**src/rtl/ap_boot_pkg.sv**
```systemverilog
package ap_boot_pkg;

  typedef enum logic [1:0] {
    CMD_INIT_SET = 2'd0,
    CMD_INIT_CLR = 2'd1,
    CMD_STARTUP  = 2'd2
  } boot_cmd_e;

  typedef enum logic [2:0] {
    S_IDLE,
    S_SELECT,
    S_POLL,
    S_WAIT,
    S_CHECK,
    S_DONE
  } seq_state_e;

  typedef enum logic [1:0] {
    STEP_IA,
    STEP_ID,
    STEP_SU1,
    STEP_SU2
  } boot_step_e;

  function automatic int id_bits(input int n);
    return (n > 1) ? $clog2(n) : 1;
  endfunction

  function automatic boot_cmd_e step_cmd(input boot_step_e s);
    case (s)
      STEP_IA: return CMD_INIT_SET;
      STEP_ID: return CMD_INIT_CLR;
      default: return CMD_STARTUP;
    endcase
  endfunction

  // microseconds to wait after the command of step s
  function automatic int step_wait_us(input boot_step_e s, input int init_us, input int sipi_us);
    case (s)
      STEP_IA: return 0;
      STEP_ID: return init_us;
      default: return sipi_us;
    endcase
  endfunction

  function automatic logic step_has_page(input boot_step_e s);
    return (s == STEP_SU1) || (s == STEP_SU2);
  endfunction

endpackage

```
**src/rtl/ap_boot_timer.sv**
```systemverilog
module ap_boot_timer #(
  parameter int DLY_W = 20,
  parameter int TPU   = 100
) (
  input  logic             clk,
  input  logic             rst_n,
  input  logic             load_i,
  input  logic [DLY_W-1:0] load_us_i,
  input  logic             tick_i,
  output logic             expired_o
);
  localparam int TW = (TPU > 1) ? $clog2(TPU) : 1;

  logic [DLY_W-1:0] us_left;
  logic [TW-1:0]    sub_cnt;

  always_ff @(posedge clk) begin
    if (!rst_n) begin
      us_left <= '0;
      sub_cnt <= '0;
    end else if (load_i) begin
      us_left <= load_us_i;
      sub_cnt <= '0;
    end else if (tick_i && (us_left != '0)) begin
      if (sub_cnt == TW'(TPU - 1)) begin
        sub_cnt <= '0;
        us_left <= us_left - 1'b1;
      end else begin
        sub_cnt <= sub_cnt + 1'b1;
      end
    end
  end

  assign expired_o = (us_left == '0);


  load_nonzero_chk: assert property (@(posedge clk) disable iff (!rst_n)
    (load_i && (load_us_i != '0)) |=> !expired_o);


  hold_no_tick_chk: assert property (@(posedge clk) disable iff (!rst_n)
    (!load_i && !tick_i) |=> $stable(us_left));

endmodule

```
**src/rtl/ap_boot_pick.sv**
```systemverilog
module ap_boot_pick #(
  parameter int N_CPU = 4,
  parameter int IDX_W = 3
) (
  input  logic [N_CPU-1:0] mask_i,
  input  logic [IDX_W-1:0] base_i,
  output logic             found_o,
  output logic [IDX_W-1:0] idx_o
);
  always_comb begin
    found_o = 1'b0;
    idx_o   = '0;
    for (int i = N_CPU - 1; i >= 0; i--) begin
      if (mask_i[i] && (i >= int'(base_i))) begin
        found_o = 1'b1;
        idx_o   = IDX_W'(i);
      end
    end
  end
endmodule

```
**src/rtl/ap_boot_cmd.sv**
```systemverilog
module ap_boot_cmd #(
  parameter int ID_W = 2
) (
  input  logic            clk,
  input  logic            rst_n,
  input  logic            issue_i,
  input  logic [1:0]      type_i,
  input  logic [ID_W-1:0] dest_i,
  input  logic [7:0]      vec_i,
  output logic            cmd_valid_o,
  output logic [1:0]      cmd_type_o,
  output logic [ID_W-1:0] cmd_dest_o,
  output logic [7:0]      cmd_vec_o
);
  always_ff @(posedge clk) begin
    if (!rst_n) begin
      cmd_valid_o <= 1'b0;
      cmd_type_o  <= '0;
      cmd_dest_o  <= '0;
      cmd_vec_o   <= '0;
    end else begin
      cmd_valid_o <= issue_i;
      if (issue_i) begin
        cmd_type_o <= type_i;
        cmd_dest_o <= dest_i;
        cmd_vec_o  <= vec_i;
      end
    end
  end
endmodule

```
**src/rtl/ap_boot_seq.sv**
```systemverilog
module ap_boot_seq
  import ap_boot_pkg::*;
#(
  parameter int N_CPU   = 4,
  parameter int DLY_W   = 20,
  parameter int TPU     = 100,
  parameter int INIT_US = 10000,
  parameter int SIPI_US = 200
) (
  input  logic                        clk,
  input  logic                        rst_n,
  input  logic                        start_i,
  input  logic [N_CPU-1:0]            enabled_i,
  input  logic [7:0]                  page_i,
  input  logic                        busy_i,
  input  logic [N_CPU-1:0]            online_i,
  input  logic                        tick_i,
  input  logic [DLY_W-1:0]            timeout_us_i,
  output logic                        cmd_valid_o,
  output logic [1:0]                  cmd_type_o,
  output logic [id_bits(N_CPU)-1:0]   cmd_dest_o,
  output logic [7:0]                  cmd_vec_o,
  output logic [N_CPU-1:0]            failed_o,
  output logic                        done_o
);
  localparam int ID_W  = id_bits(N_CPU);
  localparam int IDX_W = $clog2(N_CPU + 1);

  seq_state_e       state;
  boot_step_e       step;
  logic [ID_W-1:0]  cur;
  logic [IDX_W-1:0] base;
  logic [N_CPU-1:0] failed_q;

  logic             pick_found;
  logic [IDX_W-1:0] pick_idx;
  logic             tmr_load, tmr_exp;
  logic [DLY_W-1:0] tmr_us;
  logic             issue_w;
  boot_cmd_e        issue_type;
  logic [7:0]       issue_vec;
  logic             target_ok_w, target_fail_w, wait_last_w, accept_start_w;

  ap_boot_pick #(.N_CPU(N_CPU), .IDX_W(IDX_W)) pick_i (
    .mask_i (enabled_i),
    .base_i (base),
    .found_o(pick_found),
    .idx_o  (pick_idx)
  );

  ap_boot_timer #(.DLY_W(DLY_W), .TPU(TPU)) timer_i (
    .clk      (clk),
    .rst_n    (rst_n),
    .load_i   (tmr_load),
    .load_us_i(tmr_us),
    .tick_i   (tick_i),
    .expired_o(tmr_exp)
  );

  ap_boot_cmd #(.ID_W(ID_W)) cmd_i (
    .clk        (clk),
    .rst_n      (rst_n),
    .issue_i    (issue_w),
    .type_i     (issue_type),
    .dest_i     (cur),
    .vec_i      (issue_vec),
    .cmd_valid_o(cmd_valid_o),
    .cmd_type_o (cmd_type_o),
    .cmd_dest_o (cmd_dest_o),
    .cmd_vec_o  (cmd_vec_o)
  );

  // named internal events
  always_comb begin
    accept_start_w = start_i && ((state == S_IDLE) || (state == S_DONE));
    issue_w        = (state == S_POLL) && !busy_i;
    issue_type     = step_cmd(step);
    issue_vec      = step_has_page(step) ? page_i : 8'h00;
    wait_last_w    = (state == S_WAIT) && tmr_exp && (step == STEP_SU2);
    target_ok_w    = (state == S_CHECK) && online_i[cur];
    target_fail_w  = (state == S_CHECK) && !online_i[cur] && tmr_exp;
    tmr_load       = issue_w || wait_last_w;
    tmr_us         = issue_w ? DLY_W'(step_wait_us(step, INIT_US, SIPI_US)) : timeout_us_i;
  end

  always_ff @(posedge clk) begin
    if (!rst_n) begin
      state    <= S_IDLE;
      step     <= STEP_IA;
      cur      <= '0;
      base     <= '0;
      failed_q <= '0;
    end else begin
      case (state)
        S_IDLE, S_DONE: begin
          if (accept_start_w) begin
            base     <= '0;
            failed_q <= '0;
            state    <= S_SELECT;
          end
        end
        S_SELECT: begin
          if (pick_found) begin
            cur   <= pick_idx[ID_W-1:0];
            step  <= STEP_IA;
            state <= S_POLL;
          end else begin
            state <= S_DONE;
          end
        end
        S_POLL: begin
          if (issue_w) state <= S_WAIT;
        end
        S_WAIT: begin
          if (tmr_exp) begin
            case (step)
              STEP_IA:  begin step <= STEP_ID;  state <= S_POLL; end
              STEP_ID:  begin step <= STEP_SU1; state <= S_POLL; end
              STEP_SU1: begin step <= STEP_SU2; state <= S_POLL; end
              default:  state <= S_CHECK;
            endcase
          end
        end
        S_CHECK: begin
          if (target_ok_w || target_fail_w) begin
            base  <= IDX_W'(cur) + IDX_W'(1);
            state <= S_SELECT;
            if (target_fail_w) failed_q[cur] <= 1'b1;
          end
        end
        default: state <= S_IDLE;
      endcase
    end
  end

  assign failed_o = failed_q;
  assign done_o   = (state == S_DONE);


  busy_poll_chk: assert property (@(posedge clk) disable iff (!rst_n)
    cmd_valid_o |-> $past(!busy_i));


  single_pulse_chk: assert property (@(posedge clk) disable iff (!rst_n)
    cmd_valid_o |=> !cmd_valid_o);


  enabled_dest_chk: assert property (@(posedge clk) disable iff (!rst_n)
    cmd_valid_o |-> enabled_i[cmd_dest_o]);


  page_vec_chk: assert property (@(posedge clk) disable iff (!rst_n)
    (cmd_valid_o && (cmd_type_o == 2'd2)) |-> (cmd_vec_o == $past(page_i)));


  done_hold_chk: assert property (@(posedge clk) disable iff (!rst_n)
    (done_o && !start_i) |=> done_o);


  no_cmd_in_check_chk: assert property (@(posedge clk) disable iff (!rst_n)
    (state == S_CHECK) |=> !cmd_valid_o);

endmodule

```
**config.mk**
```make
export PLATFORM = sky130hd
export DESIGN_NAME = ap_boot_seq
export DESIGN_NICKNAME = d
export VERILOG_FILES = /design/src/rtl/ap_boot_pkg.sv /design/src/rtl/ap_boot_timer.sv /design/src/rtl/ap_boot_pick.sv /design/src/rtl/ap_boot_cmd.sv /design/src/rtl/ap_boot_seq.sv
export SDC_FILE = /design/constraint.sdc
export NUM_CORES = 1
export LEC_CHECK = 0
export ABC_CLOCK_PERIOD_IN_PS = 5900
export BUFFER_PORTS_ARGS = -buffer_cell sky130_fd_sc_hd__buf_2
export CORE_ASPECT_RATIO = 2
export CORE_MARGIN = 1
export CORE_UTILIZATION = 40
export DETAILED_ROUTE_END_ITERATION = 12
export GPL_ROUTABILITY_DRIVEN = 0
export GPL_TIMING_DRIVEN = 0
export HOLD_SLACK_MARGIN = 0.06
export SLEW_MARGIN = 20
export SYNTH_ARGS = -nofsm -noshare
export SYNTH_HDL_FRONTEND = slang
export SYNTH_SLANG_ARGS = --single-unit
```
**constraint.sdc**
```tcl
create_clock -name clk -period 5.9 [get_ports clk]
set_input_delay 1.18 -clock clk [delete_from_list [all_inputs] [get_ports clk]]
set_output_delay 1.18 -clock clk [all_outputs]
set_load 0.05 [all_outputs]
```
==> results of run 1 <==
## per-stage QoR
stage               hold WS, ns  setup WS, ns  total power [uW]  cell area [sq um]  instances
floorplan                 0.469          2.90               642               3130        366
global placement          0.437          2.78               735               3530        516
detailed placement        0.446          2.77               739               3530        516
CTS                       0.457          3.07              1050               3680        524
global route              0.474          2.96              1100               3680        524
finish                    0.452          3.06              1060               3680        524
## sequential cells by signal, summed over array words and instances (netlist names)
| name | flops |
|---|---|
| state | 3 |
| cmd_i.cmd_vec_o | 8 |
| failed_o | 4 |
| cur | 2 |
| cmd_i.cmd_valid_o | 1 |
| base | 3 |
| timer_i.us_left | 20 |
| cmd_i.cmd_dest_o | 2 |
| cmd_i.cmd_type_o | 2 |
| step | 2 |
| timer_i.sub_cnt | 7 |
## area by class of cell
class	instances	area (sq um)
multi-input combinational	273	1880
timing repair buffer	56	280
fill	786	3920
clock buffer	5	125
buffer	24	111
clock inverter	3	28.8
tap	94	118
sequential	54	1080
inverter	15	56.3
## per-layer routing
layer  GRT usage  vias to the layer above
li1            -                     1514
met5           0                        -
met4       0.150                        0
met1       0.222                     1477
met2       0.458                       78
met3      0.0304                       29
## power groups by stage
| stage | clock network [uW] | logic (uW) | registers [uW] |
|---|---|---|---|
| after floorplan | 0 | 232 | 410 |
| after global placement | 0 | 322 | 413 |
| after detailed placement | 0 | 326 | 413 |
| after CTS | 322 | 328 | 405 |
| after global routing | 336 | 361 | 407 |
| final | 319 | 332 | 405 |
## logic make-up (layout without fill, tap and decap cells)
group,count (synthesis),count (layout),share of synthesized area
buffers and inverters,39,103,0.0536
adder cells (fa/ha/maj),12,12,0.0480
XOR/XNOR,12,12,0.0336
flip-flops,54,54,0.345
AO/OA/AOI/OAI,111,111,0.258
AND/OR/NAND/NOR,133,133,0.241
multiplexers,5,5,0.0208
## path summary, 6_finish.rpt
path | endpoint | slack [ns]
hold reg to reg | cmd_i.cmd_vec_o[4] | 0.45
hold / removal | cmd_i.cmd_vec_o[4] | 0.45
setup reg to reg | timer_i.us_left[10] | 3.29
setup / recovery | done_o | 3.06
## cell usage in the layout (no fill, tap or decap), types with 4 or more instances in the layout
cell type / n
nor2_1: 22
xor2_1: 6
a21oi_1: 23
clkbuf_16: 5
a31oi_1: 11
nor3_1: 8
a22o_1: 4
or4_1: 5
nand3_1: 20
clkbuf_1: 15
inv_1: 15
a41o_1: 4
nand4_1: 6
and3_1: 5
o31ai_1: 5
o2bb2ai_1: 4
dfxtp_1: 54
xnor2_1: 6
o21ai_0: 13
nand2_1: 31
ha_1: 12
buf_2: 61
o211ai_1: 5
## worst max-delay path, cell delays in order, from the launching register on
cell	delay, ns
dfxtp_1	0.34
clkbuf_1	0.37
inv_1	0.14
nor3_1	0.21
buf_2	0.29
==> results_dict.tcl, run 1 <==
set metrics [dict create \
    status "finished clean" \
    cts_setup_buffers 0 \
    final_util 0.484 \
    root_buffer "clkbuf_16" \
    intPower_uw 662 \
    hold_depth 2 \
    finalHoldViolCount 0 \
    p_clk_frac 0.302 \
    avgRoutedWirePerCell_um 17.6 \
    wl_met3_um 266 \
    startpoint_type "flop" \
    drive_above_1_share 0.226 \
    via_per_inst 5.91 \
    cts_tree "built" \
    crit-reg2reg-launch "timer_i.us_left[0]" \
    drc 0 \
    yosysTopAreaCellShare 0.345 \
    grt_pass1_wl_um 14800 \
    drtIter0Drc 153 \
    die_x_um 64.5 \
    grt_setup_unrepaired "false" \
    syn_area_per_cell_sq_um 8.55 \
    grt_pass1_vias 3108 \
    wl_met1_um 3280 \
    overflow 0 \
    nNetsFinal 482 \
    combPwrFrac 0.314 \
    fmax_mhz 352 \
    ys_seq_area_frac 0.345 \
    firstDrtPassIters 4 \
    synth_ff_type "dfxtp_1" \
    ir_worst_vdd_uv 189 \
    core_area_sq_mm 0.00760 \
    r2r_cells 6 \
    setup_viol 0 \
    port_buffers 56 \
    p_switching_uw 395 \
    rows 45 \
    clock-sinks 54 \
    critPathCaptureType "primary output" \
    leakage_uw 0.00148 \
    cp_max_fo 10 \
    clock_path_buffers 2 \
    crit_type "flop to primary output" \
    syn_to_final_growth_pct 17.6 \
    track_usage 0.236 \
    fin_crit_sh 0.481 \
    p_seq_frac 0.384 \
    synthArstFlopShare 0 \
    htreeDepth 2 \
    start_util 0.412 \
    crit_arrival_ns 1.66 \
    grt_max_degree 20 \
    ctsResizeCount 0 \
    wl_met2_um 5260 \
    p_sw_frac 0.374 \
    cp.required_ns 4.72 \
    antenna_left 0 \
    highest_layer "met4" \
    power_density_mw_per_mm2 287 \
    crit_start "state[0]" \
    ys_ff_latch 54 \
    synthTopCellsByCount "dfxtp_1, nand2_1, a21oi_1, nor2_1, nand3_1" \
    ioPinCount 59 \
    worstHoldStart "cmd_i.cmd_vec_o[4]" \
    synth_top_area_cell "dfxtp_1" \
    ys_warn_count 0 \
    die_area_sq_mm 0.00820 \
    yosys.cell_types.count 73 \
    diodes 0 \
    drv_slew 0 \
    cts_made_buffers 5 \
    fp.dieH_um 127 \
    synth_edf_count 0 \
    synth.most_common_cell "dfxtp_1" \
    finalSetupTns_ns 0 \
    clkTransAtPathRegs_ns 0.08 \
    fin_skew_ns 0.00915 \
    synthTopCellsByArea "dfxtp_1, ha_1, nand2_1, a21oi_1, nand3_1" \
    synth_nets 419 \
    cap_violations 0 \
    relSlewSlack 0.308 \
    synth_cells 366 \
    hold_buffers 0 \
    min_path_type "flop to flop" \
    vias 3098 \
    totalWireLength_um 9230 \
    dp_hpwl_um 7200 \
    worst-slew-pin-transition_ns 1.04 \
    worstSkewPairLatency_ns 0.31 \
    netlist_area_sq_mm 0.00313 \
    antenna_found_initial 0 \
    min_period_ns 2.84 \
]
Power figures use the tool's default switching activity.
==> inputs of run 2 (changes only) <==
ABC_AREA = 1   (was not set)
ABC_CLOCK_PERIOD_IN_PS = 2750   (was 5900)
clock period = 2.75 ns   (was 5.9 ns; I/O delays follow)
==> results_dict.tcl, run 2 <==
set metrics [dict create \
    grt_pass1_vias 3619 \
    path_delay_family "simple AND/OR/NAND/NOR gates" \
    cp_cell_sequence "inv_1, ha_1, nand2_1, nor2_1, nand3_2, nor2_2, nor2_1, nand2_2, buf_6, inv_2, buf_6, nor2_1, nor2_1" \
    multi_input_area_sq_mm 0.00213 \
    worstHoldStart "cmd_i.cmd_vec_o[7]" \
    synth_fa_ha_area_frac 0.0428 \
    dp_hpwl_um 7920 \
    crit-reg2reg-launch "timer_i.us_left[0]" \
    crit_arrival_ns 2.25 \
    ys_seq_area_frac 0.308 \
    antenna_left 0 \
    synth_top_area_cell "dfxtp_1" \
    diodes 0 \
    min_period_ns 2.05 \
    avgRoutedWirePerCell_um 13.2 \
    cts_tree "built" \
    fin_skew_ns 0.00573 \
    cpMaxStageDelayCell "dfxtp_1" \
    layout.area.seq_sq_mm 0.00108 \
    drive_above_1_share 0.140 \
    nNetsFinal 700 \
    drv_slew 0 \
    cp.required_ns 2.95 \
    clkTransAtPathRegs_ns 0.07 \
    dp_cells 740 \
    hold_ws_ns 0.464 \
    netlist_area_sq_mm 0.00351 \
    grt_max_degree 17 \
    highest_layer "met4" \
    critPathCaptureType "flop" \
    leakage_uw 0.00218 \
    fp.dieH_um 134 \
    yosys.area_share.simple 0.476 \
    startpoint_type "flop" \
    synth.most_common_cell "nand2_1" \
    ys_ff_latch 54 \
    clock_path_buffers 2 \
    yosys.cell_types.count 27 \
    status "finished clean" \
    grt_pass1_wl_um 16200 \
    cts_setup_buffers 0 \
    synthTopCellsByCount "nand2_1, nor2_1, nand3_1, dfxtp_1, inv_1" \
    die_x_um 68.2 \
    wl_met3_um 256 \
    start_util 0.409 \
    largest-register "timer_i.us_left" \
    finalHoldViolCount 0 \
    power_density_mw_per_mm2 1000 \
    antenna_found_initial 0 \
    synth_cells 582 \
    synth_top_family_by_area "simple AND/OR/NAND/NOR gates" \
    drtIter0Drc 198 \
    cap_violations 0 \
    crit_type "flop to flop" \
    wl_met1_um 3540 \
    ioPinCount 59 \
    overflow 0 \
    wl_met2_um 5650 \
    worst-slew-pin-transition_ns 0.587 \
    vias 3746 \
    synth_ff_type "dfxtp_1" \
    port_buffers 58 \
    yosys-mux-area-fraction 0 \
    grt_setup_unrepaired "false" \
    total_power_uw 4100 \
    ys_warn_count 0 \
    synth_edf_count 0 \
    synth_nets 635 \
    critPathBufInv 4 \
    largest_reg_flops 20 \
    worstSkewPairLatency_ns 0.30 \
    syn_area_per_cell_sq_um 6.03 \
    final_common_cell "nand2_1" \
    max_stage_delay_ns 0.32 \
    setup_viol 0 \
    final_cell_mix "nand2_1, nor2_1, nand3_1" \
    via_per_inst 5.01 \
    synthTopCellsByArea "dfxtp_1, nand2_1, nor2_1, nand3_1, inv_1" \
    min_path_type "flop to flop" \
    root_buffer "clkbuf_16" \
    clock-sinks 54 \
    rows 48 \
    ctsResizeCount 0 \
    die_area_sq_mm 0.00918 \
    hold_buffers 0 \
    top_regs "timer_i.us_left: 20 flops, cmd_i.cmd_vec_o: 8 flops, timer_i.sub_cnt: 7 flops" \
    finalSetupTns_ns 0 \
    drc 0 \
    crit_start "timer_i.us_left[0]" \
    synth_xor_area_frac 0.0324 \
    htreeDepth 2 \
    yosysTopAreaCellShare 0.308 \
    synthArstFlopShare 0 \
    relSlewSlack 0.609 \
    synth_compound_area_frac 0.0545 \
    ir_worst_vdd_uv 538 \
    cp_max_fo 10 \
    critPathMostFrequentCell "nor2_1" \
    fillCellCount 951 \
    totalWireLength_um 9870 \
    core_area_sq_mm 0.00859 \
    final_cells 748 \
    track_usage 0.237 \
    cts_made_buffers 5 \
    syn_to_final_growth_pct 16.4 \
    firstDrtPassIters 4 \
    fmax_mhz 488 \
    fin_crit_sh 0.745 \
]
[run 2: changes by cell type after synthesis, moves of 7 or more]
cell	change
clkbuf_1	-7
nor2_1	+78
nand3_1	+44
xor2_1	+7
nand2_1	+167
a31oi_1	-10
inv_1	+34
nor3_1	-7
[run 2: path summary, 6_finish.rpt]
kind                            depth (start not counted)                  end  slack [ns]
worst max-delay path                                   13  timer_i.us_left[17]        0.70
worst min-delay path                                    2   cmd_i.cmd_vec_o[7]        0.46
worst max register to register                         13  timer_i.us_left[17]        0.70
worst min register to register                          2   cmd_i.cmd_vec_o[7]        0.46
[run 2: power by group]
group	switching, uW	internal, uW	leakage [uW]	total (uW)
Combinational	1540	814	0.00166	2350
Clock	299	390	0.0000801	689
Sequential	139	921	0.000438	1060
Total	1980	2130	0.00218	4100
[run 2: routing by layer]
layer  track usage  vias to the layer above
li1              -                     1961
met1         0.228                     1687
met2         0.447                       72
met3        0.0296                       26
met4         0.134                        0
met5             0                        -
[run 2: worst register-to-register path, stage by stage, from the launching register on]
cell     delay [ns]
dfxtp_1        0.32
inv_1          0.15
ha_1           0.20
nand2_1        0.06
nor2_1         0.19
nand3_2        0.21
nor2_2         0.15
nor2_1         0.08
nand2_2        0.10
buf_6          0.15
inv_2          0.05
buf_6          0.14
nor2_1         0.11
nor2_1         0.05
[run 2: kinds of logic (layout without fill, tap and decap cells)]
group | after synthesis | after routing
XOR/XNOR | 13 | 13
adder cells (fa/ha/maj) | 12 | 12
AO/OA/AOI/OAI | 37 | 37
AND/OR/NAND/NOR | 395 | 395
buffers and inverters | 71 | 137
flip-flops | 54 | 54
[run 2: cell type report]
cell class,instances,share of cell area
timing repair buffer,58,0.0710
buffer,17,0.0245
inverter,54,0.0496
sequential,54,0.264
tap,100,0.0306
clock inverter,1,0.00214
clock buffer,7,0.0373
multi-input combinational,457,0.520
[run 2: metrics by stage]
stage	utilization	setup slack, ns	area, sq um
final	0.476	0.701	4090
after CTS	0.476	0.665	4090
after global placement	0.457	0.740	3930
after floorplan	-	1.04	3510
after detailed placement	0.457	0.686	3930
after global routing	0.476	0.514	4090
